### src/rtl/toggle_flag_pkg.sv
`timescale 1ns/1ps
package toggle_flag_pkg;

  localparam int unsigned CH_CLR = 0;
  localparam int unsigned CH_SET = 1;
  localparam int unsigned NUM_CH = 2;

  typedef enum logic [1:0] {
    FLAG_HOLD = 2'd0,
    FLAG_CLR  = 2'd1,
    FLAG_SET  = 2'd2
  } flag_op_e;

  // Set has priority over clear when both events resolve together.
  function automatic flag_op_e pick_op(input logic clr_ev, input logic set_ev);
    if (set_ev)      return FLAG_SET;
    else if (clr_ev) return FLAG_CLR;
    else             return FLAG_HOLD;
  endfunction

endpackage

### src/rtl/tf_sync.sv
`timescale 1ns/1ps
module tf_sync #(
  parameter int unsigned STAGES = 2
) (
  input  logic clk,
  input  logic d,
  output logic q
);
  logic [STAGES-1:0] chain;

  // No reset on purpose: the chain keeps tracking the input during reset,
  // so the detector behind it is primed when reset releases.
  always_ff @(posedge clk) begin
    chain[0] <= d;
    for (int i = 1; i < int'(STAGES); i++) begin
      chain[i] <= chain[i-1];
    end
  end

  assign q = chain[STAGES-1];
endmodule

### src/rtl/tf_chg_det.sv
`timescale 1ns/1ps
module tf_chg_det (
  input  logic clk,
  input  logic lvl,
  output logic chg
);
  logic prev;

  always_ff @(posedge clk) begin
    prev <= lvl;
  end

  assign chg = lvl ^ prev;
endmodule

### src/rtl/tf_flag_reg.sv
`timescale 1ns/1ps
module tf_flag_reg
  import toggle_flag_pkg::*;
(
  input  logic              clk,
  input  logic              rst_n,
  input  logic [NUM_CH-1:0] chg,
  output logic              flag_q,
  output logic [NUM_CH-1:0] pulse_q
);
  flag_op_e op;

  assign op = pick_op(chg[CH_CLR], chg[CH_SET]);

  always_ff @(posedge clk) begin
    if (!rst_n) begin
      flag_q  <= 1'b0;
      pulse_q <= '0;
    end else begin
      pulse_q <= chg;
      case (op)
        FLAG_SET: flag_q <= 1'b1;
        FLAG_CLR: flag_q <= 1'b0;
        default:  flag_q <= flag_q;
      endcase
    end
  end
endmodule

### src/rtl/toggle_flag.sv
`timescale 1ns/1ps
module toggle_flag
  import toggle_flag_pkg::*;
#(
  parameter int unsigned SYNC_STAGES = 2
) (
  input  logic clk,
  input  logic rst_n,
  input  logic clr_in,
  input  logic set_in,
  output logic flag,
  output logic clr_pulse,
  output logic set_pulse
);
  logic [NUM_CH-1:0] raw;
  logic [NUM_CH-1:0] synced;
  logic [NUM_CH-1:0] chg;
  logic [NUM_CH-1:0] pulse_q;

  assign raw[CH_CLR] = clr_in;
  assign raw[CH_SET] = set_in;

  for (genvar c = 0; c < NUM_CH; c++) begin : g_ch
    tf_sync #(.STAGES(SYNC_STAGES)) u_sync (
      .clk (clk),
      .d   (raw[c]),
      .q   (synced[c])
    );
    tf_chg_det u_det (
      .clk (clk),
      .lvl (synced[c]),
      .chg (chg[c])
    );
  end

  tf_flag_reg u_flag (
    .clk     (clk),
    .rst_n   (rst_n),
    .chg     (chg),
    .flag_q  (flag),
    .pulse_q (pulse_q)
  );

  assign clr_pulse = pulse_q[CH_CLR];
  assign set_pulse = pulse_q[CH_SET];
endmodule

### config.mk
export PLATFORM = sky130hd
export DESIGN_NAME = toggle_flag
export DESIGN_NICKNAME = d
export VERILOG_FILES = /design/src/rtl/toggle_flag_pkg.sv /design/src/rtl/tf_sync.sv /design/src/rtl/tf_chg_det.sv /design/src/rtl/tf_flag_reg.sv /design/src/rtl/toggle_flag.sv
export SDC_FILE = /design/constraint.sdc
export NUM_CORES = 1
export LEC_CHECK = 0
export BUFFER_PORTS_ARGS = -buffer_cell sky130_fd_sc_hd__buf_2
export CAP_MARGIN = 20
export CORE_AREA = 2 2 39 41
export DETAILED_ROUTE_END_ITERATION = 16
export DIE_AREA = 0 0 41 43
export GPL_ROUTABILITY_DRIVEN = 0
export GPL_TIMING_DRIVEN = 0
export PLACE_DENSITY = 0.42
export REMOVE_ABC_BUFFERS = 1
export SETUP_SLACK_MARGIN = 0.3
export SLEW_MARGIN = 10
export SYNTH_ARGS = -nofsm -noshare
export SYNTH_HDL_FRONTEND = slang
export SYNTH_SLANG_ARGS = --single-unit
export TNS_END_PERCENT = 5
### constraint.sdc
create_clock -name clk -period 1.7 [get_ports clk]
set_clock_uncertainty 0.2 [all_clocks]
set_input_delay 0 -clock clk [delete_from_list [all_inputs] [get_ports clk]]
set_output_delay 0 -clock clk [all_outputs]
set_load 0.005 [all_outputs]
==> impl_metrics.json, run 1 <==
{
  "yosysMostFrequentCell": "dfxtp_1",
  "clock_path_buffers": 2,
  "yosys.area_share.adder_pct": 0,
  "synth_compound_area_share_pct": 3.933,
  "synth_common_cells": "9 x dfxtp_1, 2 x and2_1, 2 x xor2_1, 1 x nand2_1, 1 x o2bb2ai_1",
  "power_density_nw_per_um2": 1263,
  "synth_xor_xnor_area_share_pct": 7.865,
  "fmax_mhz": 1075,
  "stdcell_area_um2": 329.1,
  "ys_ff_latch": 9,
  "synth.mux.area_fraction_pct": 0,
  "seq_area_frac_synth_pct": 80.90,
  "drc": 0,
  "path_cells": "xor2_1 -> o2bb2ai_1",
  "cap_violations": 0,
  "grt_pass1_vias": 169,
  "holdCritPathClass": "reg2reg",
  "synth_top_family_by_area": "XOR/XNOR gates",
  "area_delta_synth_final_pct": 47.75,
  "ys_top_cells_by_area": "dfxtp_1 81%, xor2_1 7.9%, and2_1 5.6%, o2bb2ai_1 3.9%, nand2_1 1.7%",
  "vias": 139,
  "io-pin-count": 7,
  "final_nets": 33,
  "cts_tree": "built",
  "cp.required_ps": 1650,
  "postCtsSetupRepairBufs": 0,
  "worstSkewPairLatency_ps": 250,
  "antennaDiodeCount": 0,
  "gr-total-overflow": 0,
  "crit_path_end_kind": "flip-flop",
  "yosys.cell_types.count": 5,
  "critPathMaxStageDelay_ps": 340,
  "fillCellCount": 140,
  "critPathLaunchType": "flip-flop",
  "cts.sinks": 9,
  "worstPathArrival_ps": 880,
  "syn_area_per_cell_um2": 14.85,
  "ant_nets": 0,
  "first_pass_iters": 4,
  "routedWlPerCell_um": 7.227,
  "finalCritPeriodShare_pct": 54.69,
  "leakage_nw": 0.1462,
  "drive_above_1_share_pct": 32.14,
  "place_area_um2": 272.8,
  "syn_area_um2": 222.7,
  "cts_hold_buf": 3,
  "tightest_slew_ps": 165.4,
  "grt_pass1_wl_um": 517,
  "status": "finished, final reports clean",
  "cts_root_buffer": "clkbuf_4",
  "synthesis.instances": 15,
  "globalRouteTotalUtil_pct": 4.935,
  "routed_wl_um": 318,
  "yosys.area_share.simple_pct": 7.303,
  "grt_antenna_before_repair": 0,
  "async_reset_ff_share_pct": 0,
  "critical_path_class": "reg2reg",
  "yosysWarningCount": 0,
  "core-area_um2": 1384,
  "io_buffers": 6,
  "critPathSlowestCell": "dfxtp_1",
  "rows": 14,
  "place.detailed.hpwl_um": 203.5,
  "ctsResizeCount": 0,
  "yosys.area.top_type": "dfxtp_1",
  "htree_num_levels": 1,
  "drt-vias-per-instance": 3.159,
  "slew_violations": 0,
  "die_y_um": 43,
  "rsz0062_at_grt": "no",
  "finalSetupTns_ps": 0,
  "die_w_um": 41,
  "synth_edf_count": 0,
  "yosys.area.top_type_share_pct": 80.90,
  "grt_max_degree": 6,
  "setup_violations": 0,
  "min_period_ps": 929.8,
  "start_util_pct": 16.09,
  "relSlewSlack_pct": 88.94,
  "hold_viol_final": 0,
  "cp_max_fo": 2,
  "cts.reportedPaths.clkPinSlew_ps": 60,
  "initialDrtViolationCount": 2,
  "synthFlopType": "dfxtp_1",
  "tritoncts.num_buffers": 3,
  "ir_drop_v": 0.0005282,
  "dieArea_um2": 1763
}
## layout make-up
class	count	area, µm²	area share (%)
sequential	9	180.2	54.75
clock buffer	4	26.28	7.985
tap	16	20.02	6.084
timing repair buffer	9	60.06	18.25
multi-input combinational	6	42.54	12.93
## flip-flops by register name, summed over array words and instances (netlist names)
signal and count:
u_flag.flag_q 1, g_ch.u_det.prev 2, u_flag.pulse_q 2, g_ch.u_sync.chain 4
## through the flow
step | util, % | instances | setup slack (ps) | total power, mW | hold WS, ps
3_5_place_dp | 19.71 | 37 | 781.3 | 0.2549 | -93.82
3_3_place_gp | 19.71 | 37 | 795.8 | 0.2533 | -96.66
2_1_floorplan | - | 15 | 804.2 | 0.2432 | -172.3
5_1_grt | 23.78 | 44 | 720.1 | 0.4379 | 130.3
4_1_cts | 23.78 | 44 | 766.3 | 0.4231 | 129.0
6_report | 23.78 | 44 | 770.2 | 0.4156 | 125.9
## power by group
| part | switching (mW) | internal (mW) | leakage [nW] |
|---|---|---|---|
| Sequential | 0.00465 | 0.225 | 0.0757 |
| Clock | 0.0704 | 0.0902 | 0.0150 |
| Combinational | 0.00896 | 0.0162 | 0.0555 |
| Total | 0.0841 | 0.332 | 0.146 |
## cells by family (layout without fill, tap and decap cells)
family,after synthesis,after routing
DFF,9,9
xor gates and xnor gates,2,2
buffers and inverters,0,13
and+or+nand+nor,3,3
AOI/OAI and AO/OA,1,1
## critical path, delay by kind of cell, from the launching register on
family	cells	cell delay, ps
flops	1	340
xor+xnor	1	190
compound gates	1	90
## cells in the final DEF (no fill, tap or decap)
| cell | count |
|---|---|
| buf_2 | 6 |
| dfxtp_1 | 9 |
| xor2_1 | 2 |
| clkbuf_4 | 3 |
| dlygate4sd3_1 | 3 |
| clkbuf_1 | 1 |
| o2bb2ai_1 | 1 |
| nand2_1 | 1 |
| and2_1 | 2 |
## per-layer routing
layer	GRT usage (%)	wire, µm
met1	2.922	131
met2	7.813	122
met3	6.283	63
met4	2.000	0
met5	0	0
## path summary, 6_finish.rpt
check / startpoint / to / slack, ps / cells after the start
worst max-delay path: g_ch[0].u_sync.chain[1]$_DFF_P_ / u_flag.flag_q$_SDFFE_PN0P_ / 770 / 2
worst min-delay path: g_ch[1].u_sync.chain[0]$_DFF_P_ / g_ch[1].u_sync.chain[1]$_DFF_P_ / 130 / 0
worst max register to register: g_ch[0].u_sync.chain[1]$_DFF_P_ / u_flag.flag_q$_SDFFE_PN0P_ / 770 / 2
worst min register to register: g_ch[1].u_sync.chain[0]$_DFF_P_ / g_ch[1].u_sync.chain[1]$_DFF_P_ / 130 / 0
(Power assumes the default switching activity.)
==> inputs of run 2 (changes only) <==
- PLACE_DENSITY: 0.42 -> 0.43
- clock period: 1.7 -> 0.8 ns (I/O delays scaled with it)
==> run 2 against run 1 <==
The flow now finishes with violations (hold timing, setup timing). Worst setup slack got worse by 880 ps. Fmax increased by 2.5%. Global-route usage decreased by 0.20 points. Combinational power increased by 90%. Via count decreased by 3.6%. Core utilization decreased by 1.3 points. Total power increased by 110%. Largest cell class unchanged. First-iteration DRC count increased to 2.5 times the previous value. Highest routed layer unchanged. Critical endpoint is now u_flag.pulse_q[1]$_SDFF_PN0_. Critical path depth unchanged.
==> impl_metrics.json, run 2 (synthesized netlist as in run 1, its figures left out) <==
{
  "status": "finished with violations",
  "violations": "hold timing, setup timing",
  "drive_above_1_share_pct": 56.00,
  "io_buffers": 6,
  "area_delta_synth_final_pct": 39.89,
  "power_density_nw_per_um2": 2830,
  "largest_register_ffs": 4,
  "clock_path_buffers": 2,
  "cts_tree": "built",
  "grt_pass1_vias": 125,
  "grt_pass1_wl_um": 441,
  "hold_viol_final": 5,
  "leakage_nw": 0.1354,
  "die_w_um": 41,
  "start_util_pct": 16.09,
  "vias": 134,
  "cts.reportedPaths.clkPinSlew_ps": 60,
  "min_period_ps": 906.9,
  "gr-total-overflow": 0,
  "largest-register": "g_ch.u_sync.chain",
  "htree_num_levels": 1,
  "fmax_mhz": 1103,
  "initialDrtViolationCount": 5,
  "routedWlPerCell_um": 7.024,
  "worstSkewPairLatency_ps": 250,
  "setup_violations": 6,
  "power_mw": 0.8818,
  "dieArea_um2": 1763,
  "postCtsSetupRepairBufs": 0,
  "cp.required_ps": 750,
  "critPathSlowestCell": "dfxtp_2",
  "routed_wl_um": 288,
  "fillCellCount": 148,
  "setup_slack_ps": -106.9,
  "top_regs": "g_ch.u_sync.chain x4, g_ch.u_det.prev x2, u_flag.pulse_q x2",
  "tightest_slew_ps": 151.8,
  "die_y_um": 43,
  "core-area_um2": 1384,
  "ir_drop_v": 0.0009476,
  "tritoncts.num_buffers": 3,
  "grt_max_degree": 6,
  "cts.sinks": 9,
  "cpLargestDelayFamily": "flip-flops",
  "place_ws_ps": -118.8,
  "hold_slack_ps": -357.7,
  "ant_nets": 0,
  "cap_violations": 0,
  "first_pass_iters": 4,
  "finalSetupTns_ps": -519.5,
  "antennaDiodeCount": 0,
  "relSlewSlack_pct": 89.84,
  "most-common-layout-cells": "5 x dfxtp_2, 5 x buf_2, 4 x dfxtp_1, 3 x clkbuf_4",
  "worstPathArrival_ps": 860,
  "io-pin-count": 7,
  "globalRouteTotalUtil_pct": 4.733,
  "drt-vias-per-instance": 3.268,
  "rsz0062_at_grt": "yes",
  "critical_path_class": "reg2reg",
  "finalCritPeriodShare_pct": 113.4,
  "crit_path_end_kind": "flip-flop",
  "critPathBufInv": 0,
  "cts_root_buffer": "clkbuf_4",
  "rows": 14,
  "drc": 0,
  "cp_max_fo": 2,
  "path_cells": "xor2_1 -> and2_1",
  "grt_antenna_before_repair": 0,
  "final_nets": 30,
  "critPathMaxStageDelay_ps": 310,
  "critPathLaunchType": "flip-flop",
  "slew_violations": 0,
  "holdCritPathClass": "in2reg"
}
[run 2: cell types whose count changed in the layout (fill, tap and decap cells not counted), sizes merged]
| cell | delta |
|---|---|
| dlygate4sd3 | -3 |
[run 2: final cells by class]
| cell class | count | area [µm²] | share of cell area, % |
|---|---|---|---|
| Clock buffer | 4 | 26.28 | 8.434 |
| Sequential cell | 9 | 186.4 | 59.84 |
| Tap cell | 16 | 20.02 | 6.426 |
| Multi-Input combinational cell | 6 | 42.54 | 13.65 |
| Timing Repair Buffer | 6 | 36.28 | 11.65 |
[run 2: metrics by stage]
stage / area [µm²] / cells / hold WS, ps / utilization [%]
after global placement: 272.8 / 37 / -97.07 / 19.71
after detailed placement: 272.8 / 37 / -95.94 / 19.71
after global routing: 311.5 / 41 / -378.6 / 22.51
after CTS: 305.3 / 41 / -370.7 / 22.06
final: 311.5 / 41 / -357.7 / 22.51
after floorplan: 222.7 / 15 / -172.3 / -
[run 2: metal layers]
metal  vias up  part of all wire, %  GRT usage (%)
met1        56                   39          3.247
li1         67                    -              -
met5         -                    0              0
met3         0                   19          7.853
met4         0                    0          4.000
met2        11                   42          5.000
[run 2: final timing paths]
path                                   startpoint                         endpoint  slack [ps]  cells after the start
hold / removal                             set_in  g_ch[1].u_sync.chain[0]$_DFF_P_        -360                      1
hold reg to reg   g_ch[1].u_sync.chain[0]$_DFF_P_  g_ch[1].u_sync.chain[1]$_DFF_P_         120                      0
setup / recovery       g_ch[1].u_det.prev$_DFF_P_     u_flag.pulse_q[1]$_SDFF_PN0_        -110                      2
setup reg to reg       g_ch[1].u_det.prev$_DFF_P_     u_flag.pulse_q[1]$_SDFF_PN0_        -110                      2
[run 2: what timing repair did]
item	4_1_cts	5_1_grt
endpoints found under the setup margin	10	10
pin swaps	3	1
endpoints found under the hold margin	5	5
resized for setup	5	1
[run 2: where the power goes]
group          internal, mW  leakage [nW]  switching (mW)
Sequential            0.482        0.0759          0.0112
Clock                 0.192        0.0150           0.149
Combinational        0.0311        0.0445          0.0170
Total                 0.704         0.135           0.177
==> inputs of run 3 (changes only) <==
- ABC_AREA: unset -> 1
- PLACE_DENSITY: 0.43 -> 0.45
==> run 3 against run 2 <==
The flow still finishes with violations (hold timing, setup timing). Combinational power down 1%. Design area up 8.8%. Core utilization grew 2.0 points. Synthesized cell count is 60% higher. Global-route usage rose by 1.0 points. Worst setup slack improved by 22 ps. Critical path depth fell by 1. Clock power hardly changed. Fmax increased by 2.5%. Non-clock buffer count unchanged. Critical endpoint is now flag. Largest cell class unchanged.
==> impl_metrics.json, run 3 <==
{
  "power_frac_seq_pct": 55.7,
  "antennaDiodeCount": 0,
  "yosysMostFrequentCell": "dfxtp_1",
  "synthFlopType": "dfxtp_1",
  "clock_path_buffers": 2,
  "drc": 0,
  "core-area_um2": 1384,
  "startpoint": "u_flag.flag_q$_SDFFE_PN0P_",
  "io_buffers": 6,
  "place.detailed.hpwl_um": 219.9,
  "cpLargestDelayFamily": "flip-flops",
  "dieArea_um2": 1763,
  "rsz0062_at_grt": "yes",
  "leakage_nw": 0.1780,
  "met2_usage_pct": 6.250,
  "grt_pass1_wl_um": 572,
  "grt_use_met1_pct": 5.212,
  "tritoncts.num_buffers": 3,
  "p_int_mw": 0.6884,
  "fmax_mhz": 1131,
  "yosys.area.top_type_share_pct": 74.23,
  "cts.reportedPaths.clkPinSlew_ps": 60,
  "cp-endpoint": "flag",
  "tightest_slew_ps": 89.96,
  "largest-register": "g_ch.u_sync.chain",
  "finalSetupTns_ps": -285.4,
  "grt.busiest_layer": "met3",
  "drive_above_1_share_pct": 64.71,
  "first_pass_iters": 2,
  "globalRouteTotalUtil_pct": 5.746,
  "routed_wl_um": 321,
  "syn_area_um2": 242.7,
  "routedWlPerCell_um": 6.420,
  "setup_slack_ps": -84.55,
  "cts_tree": "built",
  "synthesis.instances": 24,
  "critPathLaunchType": "flip-flop",
  "p_sw_share_pct": 22.00,
  "hold_slack_ps": -361.7,
  "ir_drop_v": 0.0007982,
  "start_util_pct": 17.54,
  "area_delta_synth_final_pct": 39.69,
  "finalCritPeriodShare_pct": 110.6,
  "grt_pass1_vias": 164,
  "final_nets": 39,
  "synth_edf_count": 0,
  "worstPathArrival_ps": 680,
  "yosys.area.top_type": "dfxtp_1",
  "r2r-start": "g_ch[0].u_sync.chain[1]$_DFF_P_",
  "utilization_pct": 24.50,
  "drt-vias-per-instance": 3.300,
  "use_met3_pct": 9.424,
  "path_cells": "buf_2",
  "critPathSlowestCell": "dfxtp_2",
  "die_y_um": 43,
  "syn_area_per_cell_um2": 10.11,
  "holdCritPathClass": "in2reg",
  "grt_max_degree": 7,
  "crit_cells": 1,
  "grt_antenna_before_repair": 0,
  "power_mw": 0.8826,
  "status": "finished with violations",
  "yosys.cell_types.count": 5,
  "hold_viol_final": 5,
  "rows": 14,
  "io-pin-count": 7,
  "setup_violations": 6,
  "synth_common_cells": "9 x dfxtp_1, 6 x inv_1, 6 x nand2_1, 2 x nand3_1, 1 x a21boi_1",
  "switchingPower_mw": 0.1941,
  "reg2reg_depth": 4,
  "critPathBufInv": 1,
  "slew_violations": 0,
  "htree_num_levels": 1,
  "vias": 165,
  "cap_violations": 0,
  "r2r_slack_ps": -50,
  "cts_root_buffer": "clkbuf_4",
  "postCtsSetupRepairBufs": 0,
  "final_common_cell": "buf_2",
  "critPathMaxStageDelay_ps": 310,
  "cts.sinks": 9,
  "top_regs": "g_ch.u_sync.chain x4, g_ch.u_det.prev x2, u_flag.pulse_q x2",
  "worstSkewPairLatency_ps": 260,
  "largest_register_ffs": 4,
  "initialDrtViolationCount": 3,
  "seq_area_frac_synth_pct": 74.23,
  "critical_path_class": "reg2out",
  "gr-total-overflow": 0,
  "violations": "hold timing, setup timing",
  "power_density_nw_per_um2": 2603,
  "r2r-end": "u_flag.flag_q$_SDFFE_PN0P_",
  "min_period_ps": 884.5,
  "yosysWarningCount": 0,
  "p_comb_share_pct": 5.4,
  "cp.required_ps": 600,
  "async_reset_ff_share_pct": 0,
  "cp_max_fo": 2,
  "pwr-share-clk_pct": 39.0,
  "die_w_um": 41,
  "ys_top_cells_by_area": "dfxtp_1 74%, inv_1 9.3%, nand2_1 9.3%, nand3_1 4.1%, a21boi_1 3.1%",
  "most-common-layout-cells": "6 x buf_2, 5 x dfxtp_2, 4 x dfxtp_1",
  "ys_ff_latch": 9,
  "ant_nets": 0,
  "relSlewSlack_pct": 93.99,
  "crit_path_end_kind": "primary output"
}
## run 3: changes by cell type after synthesis
cell       previous run  this run
o2bb2ai_1             1         0
inv_1                 0         6
nand3_1               0         2
and2_1                2         0
a21boi_1              0         1
xor2_1                2         0
nand2_1               1         6
## run 3: timing repair
action / CTS / global route
hold endpoints to repair: 5 / 5
gates resized for setup: 3 / 9
setup endpoints to repair: 10 / 10
pin swaps: 1 / 4
## run 3: worst min path at each step
stage	from	end	slack, ps	cells after the start
6_report	set_in	g_ch[1].u_sync.chain[0]$_DFF_P_	-360	1
5_1_grt	set_in	g_ch[1].u_sync.chain[0]$_DFF_P_	-390	1
4_1_cts	set_in	g_ch[1].u_sync.chain[0]$_DFF_P_	-380	1
3_5_place_dp	set_in	g_ch[1].u_sync.chain[0]$_DFF_P_	-100	1
3_3_place_gp	set_in	g_ch[1].u_sync.chain[0]$_DFF_P_	-100	1
2_1_floorplan	clr_in	g_ch[0].u_sync.chain[0]$_DFF_P_	-170	0
## run 3: kinds of logic after synthesis
logic type	after synthesis	share of synthesized area [%]
compound gates	1	3.094
flops	9	74.23
buf+inv	6	9.278
simple gates	8	13.40
## run 3: through the flow
stage / hold slack (ps) / setup slack [ps] / area, µm² / std cells
after floorplan: -172.3 / -7.776 / 242.7 / 24
after global placement: -96.94 / -35.51 / 292.8 / 46
after detailed placement: -95.13 / -45.75 / 292.8 / 46
after CTS: -375.0 / -98.13 / 327.8 / 50
after global routing: -389.2 / -125.9 / 339.1 / 50
final: -361.7 / -84.55 / 339.1 / 50
## run 3: layout make-up
class | count | area [µm²]
multi-input combinational | 9 | 52.55
tap | 16 | 20.02
fill | 154 | 1045
clock inverter | 1 | 5.005
inverter | 6 | 22.52
clock buffer | 3 | 22.52
sequential | 9 | 186.4
timing repair buffer | 6 | 30.03
## run 3: power groups by stage
| stage | Combinational (mW) | Clock (mW) | Sequential (mW) |
|---|---|---|---|
| 2_1_floorplan | 0.0188 | 0 | 0.497 |
| 3_3_place_gp | 0.0419 | 0 | 0.495 |
| 3_5_place_dp | 0.0424 | 0 | 0.496 |
| 4_1_cts | 0.0452 | 0.366 | 0.487 |
| 5_1_grt | 0.0557 | 0.397 | 0.495 |
| 6_report | 0.0475 | 0.344 | 0.491 |
## run 3: layer usage
layer  part of all wire, %  vias up
met5                     0        -
met4                     0        0
met3                    19        0
met2                    38       10
met1                    42       67
li1                      -       88
